$ cat config.mk
export PLATFORM = sky130hd
export DESIGN_NAME = bp_predictor
export DESIGN_NICKNAME = d
export VERILOG_FILES = /design/src/rtl/bp_pkg.sv /design/src/rtl/bp_bht.sv /design/src/rtl/bp_btc.sv /design/src/rtl/bp_policy.sv /design/src/rtl/bp_predictor.sv
export SDC_FILE = /design/constraint.sdc
export NUM_CORES = 2
export LEC_CHECK = 0
export BUFFER_PORTS_ARGS = -buffer_cell sky130_fd_sc_hd__buf_2
export CAP_MARGIN = 20
export CELL_PAD_IN_SITES_DETAIL_PLACEMENT = 0
export CELL_PAD_IN_SITES_GLOBAL_PLACEMENT = 2
export CORE_ASPECT_RATIO = 0.8
export CORE_UTILIZATION = 49
export CTS_CLUSTER_DIAMETER = 80
export DETAILED_ROUTE_END_ITERATION = 8
export GPL_ROUTABILITY_DRIVEN = 0
export HOLD_SLACK_MARGIN = 0.06
export PLACE_DENSITY_LB_ADDON = 0.1
export SYNTH_ARGS = -nofsm -noshare
export SYNTH_HDL_FRONTEND = slang
export SYNTH_SLANG_ARGS = --single-unit
$ cat constraint.sdc
create_clock -name clk -period 6.9 [get_ports clk]
set_clock_uncertainty 0.2 [all_clocks]
set_input_delay 0.345 -clock clk [delete_from_list [all_inputs] [get_ports clk]]
set_output_delay 0.345 -clock clk [all_outputs]
set_load 0.02 [all_outputs]
$ cat src/rtl/bp_pkg.sv
package bp_pkg;

  typedef enum logic [1:0] {
    PM_FIXED   = 2'd0,
    PM_STATIC  = 2'd1,
    PM_DYNAMIC = 2'd2,
    PM_RSVD    = 2'd3
  } pmode_e;

  // saturating step of a 2-bit direction counter
  function automatic logic [1:0] ctr_step(input logic [1:0] cur, input logic up);
    logic [1:0] nxt;
    if (up) nxt = (cur == 2'd3) ? cur : cur + 2'd1;
    else    nxt = (cur == 2'd0) ? cur : cur - 2'd1;
    return nxt;
  endfunction

endpackage

$ cat src/rtl/bp_bht.sv
module bp_bht #(
  parameter int PC_W  = 32,
  parameter int IDX_W = 6
) (
  input  logic             clk,
  input  logic             rst_n,
  input  logic             clr,
  input  logic [1:0]       init_ctr,
  input  logic             gh_en,
  input  logic [PC_W-1:0]  rd_pc,
  output logic [1:0]       rd_ctr,
  input  logic             upd_valid,
  input  logic [PC_W-1:0]  upd_pc,
  input  logic             upd_taken,
  output logic [1:0]       ghist
);
  import bp_pkg::*;

  localparam int N = 1 << IDX_W;

  logic [1:0]       ctr_q [N];
  logic [1:0]       ctr_d [N];
  logic [N-1:0]     vld_q, vld_d;
  logic [1:0]       gh_q, gh_d;
  logic             tbl_we;
  logic [IDX_W-1:0] gh_mix, rd_idx, up_idx;
  logic [1:0]       up_base;

  // history folded into low index bits when enabled
  assign gh_mix = gh_en ? IDX_W'(gh_q) : '0;
  assign rd_idx = rd_pc[2 +: IDX_W] ^ gh_mix;
  assign up_idx = upd_pc[2 +: IDX_W] ^ gh_mix;

  // an entry never written since reset/clear reads as the configured init
  assign rd_ctr  = vld_q[rd_idx] ? ctr_q[rd_idx] : init_ctr;
  assign up_base = vld_q[up_idx] ? ctr_q[up_idx] : init_ctr;
  assign tbl_we  = upd_valid & ~clr;
  assign ghist   = gh_q;

  always_comb begin
    ctr_d = ctr_q;
    vld_d = vld_q;
    gh_d  = gh_q;
    if (clr) begin
      vld_d = '0;
      gh_d  = 2'b00;
    end else if (tbl_we) begin
      ctr_d[up_idx] = ctr_step(up_base, upd_taken);
      vld_d[up_idx] = 1'b1;
      gh_d          = {gh_q[0], upd_taken};
    end
  end

  always_ff @(posedge clk or negedge rst_n) begin
    if (!rst_n) begin
      vld_q <= '0;
      gh_q  <= 2'b00;
      for (int i = 0; i < N; i++) ctr_q[i] <= 2'b00;
    end else begin
      vld_q <= vld_d;
      gh_q  <= gh_d;
      for (int i = 0; i < N; i++) ctr_q[i] <= ctr_d[i];
    end
  end

endmodule

$ cat src/rtl/bp_btc.sv
module bp_btc #(
  parameter int PC_W  = 32,
  parameter int IDX_W = 4
) (
  input  logic            clk,
  input  logic            rst_n,
  input  logic            clr,
  input  logic [PC_W-1:0] rd_pc,
  output logic            hit,
  output logic [PC_W-1:0] hit_target,
  input  logic            upd_valid,
  input  logic [PC_W-1:0] upd_pc,
  input  logic            upd_taken,
  input  logic [PC_W-1:0] upd_target
);

  localparam int N     = 1 << IDX_W;
  localparam int TAG_W = PC_W - 2 - IDX_W;

  logic [N-1:0]     vld_q, vld_d;
  logic [TAG_W-1:0] tag_q [N];
  logic [PC_W-1:0]  tgt_q [N];
  logic [IDX_W-1:0] rd_idx, up_idx;
  logic [TAG_W-1:0] rd_tag, up_tag;
  logic             ent_we;

  assign rd_idx = rd_pc[2 +: IDX_W];
  assign rd_tag = rd_pc[PC_W-1 -: TAG_W];
  assign up_idx = upd_pc[2 +: IDX_W];
  assign up_tag = upd_pc[PC_W-1 -: TAG_W];

  assign hit        = vld_q[rd_idx] && (tag_q[rd_idx] == rd_tag);
  assign hit_target = tgt_q[rd_idx];

  // allocation only for taken outcomes
  assign ent_we = upd_valid & upd_taken & ~clr;

  always_comb begin
    vld_d = vld_q;
    if (clr)         vld_d = '0;
    else if (ent_we) vld_d[up_idx] = 1'b1;
  end

  always_ff @(posedge clk or negedge rst_n) begin
    if (!rst_n) vld_q <= '0;
    else        vld_q <= vld_d;
  end

  generate
    for (genvar g = 0; g < N; g++) begin : g_ent
      always_ff @(posedge clk or negedge rst_n) begin
        if (!rst_n) begin
          tag_q[g] <= '0;
          tgt_q[g] <= '0;
        end else if (ent_we && (up_idx == IDX_W'(g))) begin
          tag_q[g] <= up_tag;
          tgt_q[g] <= upd_target;
        end
      end
    end
  endgenerate

endmodule

$ cat src/rtl/bp_policy.sv
module bp_policy #(
  parameter int PC_W = 32
) (
  input  logic [1:0]      mode,
  input  logic            use_btc,
  input  logic            use_bht,
  input  logic            is_branch,
  input  logic [PC_W-1:0] pc,
  input  logic [PC_W-1:0] disp,
  input  logic [1:0]      ctr,
  input  logic            btc_hit,
  input  logic [PC_W-1:0] btc_tgt,
  output logic            taken,
  output logic [PC_W-1:0] target
);
  import bp_pkg::*;

  logic [PC_W-1:0] fall_thru, disp_tgt;
  logic            tk;
  logic [PC_W-1:0] tk_tgt;

  assign fall_thru = pc + PC_W'(4);
  assign disp_tgt  = pc + disp;

  always_comb begin
    tk     = 1'b0;
    tk_tgt = disp_tgt;
    unique case (pmode_e'(mode))
      PM_STATIC: begin
        tk     = disp[PC_W-1];
        tk_tgt = disp_tgt;
      end
      PM_DYNAMIC: begin
        if (use_bht) begin
          tk     = ctr[1];
          tk_tgt = btc_hit ? btc_tgt : disp_tgt;
        end else if (use_btc) begin
          tk     = btc_hit;
          tk_tgt = btc_tgt;
        end
      end
      default: tk = 1'b0;
    endcase
    taken  = is_branch & tk;
    target = taken ? tk_tgt : fall_thru;
  end

endmodule

$ cat src/rtl/bp_predictor.sv
module bp_predictor #(
  parameter int PC_W      = 32,
  parameter int BHT_IDX_W = 6,
  parameter int BTC_IDX_W = 4
) (
  input  logic            clk,
  input  logic            rst_n,
  input  logic [1:0]      cfg_mode,
  input  logic            cfg_btc_en,
  input  logic            cfg_bht_en,
  input  logic            cfg_ghist_en,
  input  logic [1:0]      cfg_ctr_init,
  input  logic            tbl_clear,
  input  logic [PC_W-1:0] pd_pc,
  input  logic [PC_W-1:0] pd_disp,
  input  logic            pd_is_branch,
  output logic            pd_taken,
  output logic [PC_W-1:0] pd_target,
  input  logic            up_valid,
  input  logic [PC_W-1:0] up_pc,
  input  logic            up_taken,
  input  logic [PC_W-1:0] up_target
);

  logic [1:0]      rd_ctr;
  logic [1:0]      ghist_q;
  logic            btc_hit;
  logic [PC_W-1:0] btc_tgt;

  bp_bht #(.PC_W(PC_W), .IDX_W(BHT_IDX_W)) u_bht (
    .clk(clk), .rst_n(rst_n), .clr(tbl_clear), .init_ctr(cfg_ctr_init),
    .gh_en(cfg_ghist_en), .rd_pc(pd_pc), .rd_ctr(rd_ctr),
    .upd_valid(up_valid), .upd_pc(up_pc), .upd_taken(up_taken),
    .ghist(ghist_q)
  );

  bp_btc #(.PC_W(PC_W), .IDX_W(BTC_IDX_W)) u_btc (
    .clk(clk), .rst_n(rst_n), .clr(tbl_clear), .rd_pc(pd_pc),
    .hit(btc_hit), .hit_target(btc_tgt),
    .upd_valid(up_valid), .upd_pc(up_pc), .upd_taken(up_taken),
    .upd_target(up_target)
  );

  bp_policy #(.PC_W(PC_W)) u_pol (
    .mode(cfg_mode), .use_btc(cfg_btc_en), .use_bht(cfg_bht_en),
    .is_branch(pd_is_branch), .pc(pd_pc), .disp(pd_disp), .ctr(rd_ctr),
    .btc_hit(btc_hit), .btc_tgt(btc_tgt),
    .taken(pd_taken), .target(pd_target)
  );

endmodule

==> metrics.md <==
| Metric | Value |
|---|---|
| Status | complete, no violations |
| Final Hold Fails | 0 |
| Root Driver | clkbuf_16 |
| GRT Resource Usage Total | 0.303 |
| Sequential area share after synthesis | 0.506 |
| DRC viols | 0 |
| Worst setup EP type | output pin |
| Width of the die | 381 um |
| Cell variety after synth | 80 |
| Worst setup path class | in2out |
| Initial DRC count | 2937 |
| # rows | 110 |
| Share of cells above drive strength 1 | 0.392 |
| Final setup fails | 0 |
| Tmin final | about 6.0 ns |
| Max VDD drop | ~0.0002 V |
| Syn Std Cell Area | 56300 um2 |
| Predominant post-synthesis flop cell | dfrtp_1 |
| Pwr Density | 272 nW/um2 |
| Initial Utilization | 0.497 |
| Initial antenna violation count | 10 |
| Via density | 6.28 |
| RSZ-0062 raised after global routing | false |
| Clk_lat worst skew | ~0.76 ns |
| Post-DP HPWL | about 110000 um |
| First-pass GRT wire length | approximately 260000 um |
| DRT Pass-1 Iters | 5 |
| CTS Sinks | 1138 |
| Yosys warns | 0 |
| Setup TNS | 0 ns |
| Overflow after GRT | 0 |
| LEAKAGE | a little under 30 nW |
| Die height | 305 um |
| Flops & latches, synth | approximately 1100 |
| Fin nets | about 4500 |
| Via count | 37200 |
| Core area | 113000 um2 |
| Arrival time at the worst endpoint | between 5 and 6 ns |
| Startpoint Class | primary input |
| Post-Syn Nets | 4386 |
| Placed cell count | 5657 |
| Routed Antenna Nets | 0 |
| Vias in the first global route | around 38000 |
| Post-synth EDFFs | 0 |
| Worst-margin pin slew | ~1.0 ns |
| Critical path required time | around 6.4 ns |
| WL final | about 170000 um |
| Routed WL per cell | 29.3 um |
| Clk slew on worst S/H paths | ~0.060 ns |
| Clock buffer depth | 3 |
| Die area | ~120000 um2 |
| Final Non-Filler Cells | between 5000 and 6000 |
| Max Cap Viol | 0 |
| Max FO, Critical Path | 51 |
| Io pins | 174 |
| Htree depth | 3 |
| Maximum clock frequency | 0.167 GHz |
| Commonest non-fill, non-tap cell in the layout | dfrtp_1 |
| Final Max Tran Viols | 0 |
| HP Class | in2async |
| Post-synthesis area per instance | 13.4 um2 |
| Most frequent cells in the layout | dfrtp_1, mux2_2, nor2_1 |
| P&R area growth vs syn | 12.8% |
| Total clock buffers created by CTS | between 100 and 150 |
| I/O Buffers | 171 |
| Gate Count Post-Synth | 4210 |
| Period utilisation layout | 0.866 |
| Tot Pwr | 17.3 mW |
| Setup bufs post-CTS | 0 |
| Slew margin rel. | 0.298 |
| Largest net degree at the start of global routing | 179 |
| Ys async rst share | 1.00 |
| CTS resizes | 0 |
| CTS tree | done |
-- cell families after synthesis --
family,count (synthesis),synth area share
buffers and inverters,400,0.0294
DFF,1138,0.506
AOI/OAI and AO/OA,547,0.0671
and+or+nand+nor,639,0.0477
muxes,1381,0.331
xor gates and xnor gates,69,0.0107
adders and majority gates,36,0.00808
-- through the flow --
step	utilization	area (um2)	setup slack (ns)	hold slack (ns)
floorplan	-	56300	2.80	-0.151
global placement	0.520	58900	1.13	0.255
detailed placement	0.520	58900	1.01	0.264
CTS	0.561	63500	0.995	0.0623
global route	0.561	63500	0.694	0.0959
finish	0.561	63500	0.923	0.0350
-- Yosys cell counts (6+ instances only) --
library cell / n / area (um2)
mux4_2: 294 / 6620
a21o_1: 82 / 616
ha_1: 34 / 425
a221o_1: 7 / 70.1
nor2_1: 370 / 1390
clkbuf_1: 249 / 935
a22oi_1: 33 / 248
nand4_1: 8 / 50.1
xor2_1: 20 / 175
mux2_2: 935 / 10500
nand3_1: 39 / 195
buf_4: 8 / 60.1
nand2_1: 128 / 480
a31oi_1: 129 / 807
buf_6: 11 / 124
a2111oi_0: 6 / 52.6
and3_1: 7 / 43.8
nand2b_1: 16 / 100
a22o_1: 7 / 61.3
nor3_1: 31 / 155
buf_1: 45 / 169
xnor2_1: 49 / 429
nor2b_1: 8 / 50.1
o22ai_1: 43 / 269
mux2i_1: 151 / 1510
o21ai_0: 52 / 260
or4_1: 7 / 52.6
buf_2: 34 / 170
o21a_1: 8 / 60.1
o211ai_1: 10 / 75.1
inv_1: 50 / 188
a221oi_1: 10 / 87.6
a222oi_1: 6 / 60.1
a21oi_1: 65 / 325
o31ai_1: 7 / 52.6
or3_1: 9 / 56.3
a211oi_1: 12 / 90.1
o221ai_1: 9 / 78.8
dfrtp_1: 1138 / 28500
-- state kept, by name (all words and copies together) (netlist names) --
| register | count |
|---|---|
| u_bht.ghist | 2 |
| u_bht.vld_q | 64 |
| u_bht.ctr_q | 128 |
| u_btc.tag_q | 416 |
| u_btc.tgt_q | 512 |
| u_btc.vld_q | 16 |
-- area by class of cell --
| cell class | count | area [um2] |
|---|---|---|
| fillers | 9475 | 49700 |
| clock buffers | 161 | 3280 |
| well taps | 1512 | 1890 |
| flip-flops and latches | 1138 | 28500 |
| repair buffers | 346 | 2650 |
| inverters | 53 | 201 |
| diodes | 2 | 5.00 |
| clock inverters | 44 | 664 |
| multi-input cells | 2672 | 26400 |
-- power by group --
part	total, mW	switching [mW]	leakage [nW]	internal (mW)
Sequential	7.95	0.437	15.2	7.51
Combinational	2.73	1.36	12.1	1.37
Clock	6.61	2.77	1.93	3.84
-- final timing paths --
path	slack, ns	startpoint	depth (start not counted)	to
worst max register to register	1.15	u_bht.ghist[0]	12	u_bht.ctr_q[91]
max in group asynchronous	4.76	rst_n	4	u_btc.tag_q[407]
worst max-delay path	0.92	pd_pc[2]	14	pd_target[31]
worst min register to register	0.28	u_btc.vld_q[3]	1	u_btc.vld_q[3]
worst min-delay path	0.03	rst_n	2	u_btc.tag_q[168]
min in group clk	0.14	up_pc[6]	2	u_btc.tag_q[182]
-- critical path, cell delays in order --
cell and delay [ns]:
buf_8 0.43, buf_4 0.42, mux4_2 0.61, mux2_2 0.29, a32o_1 0.20, o21ai_0 0.26, nand4_1 0.15, nor4_1 0.33
nand4_1 0.53, o21ai_4 0.75, buf_4 0.39, mux2i_1 0.11, mux2i_1 0.24, buf_2 0.22
-- repair_timing --
item | CTS | global route
endpoints found under the hold margin | 1016 | 0
setup endpoints to repair | 0 | 0
hold buffers | 62 | 0
-- layer usage --
metal	global-route usage	part of all wire
met1	0.457	0.47
met2	0.449	0.44
met3	0.0647	0.065
met4	0.0703	0.022
met5	0	0.00035
(Power assumes the default switching activity.)
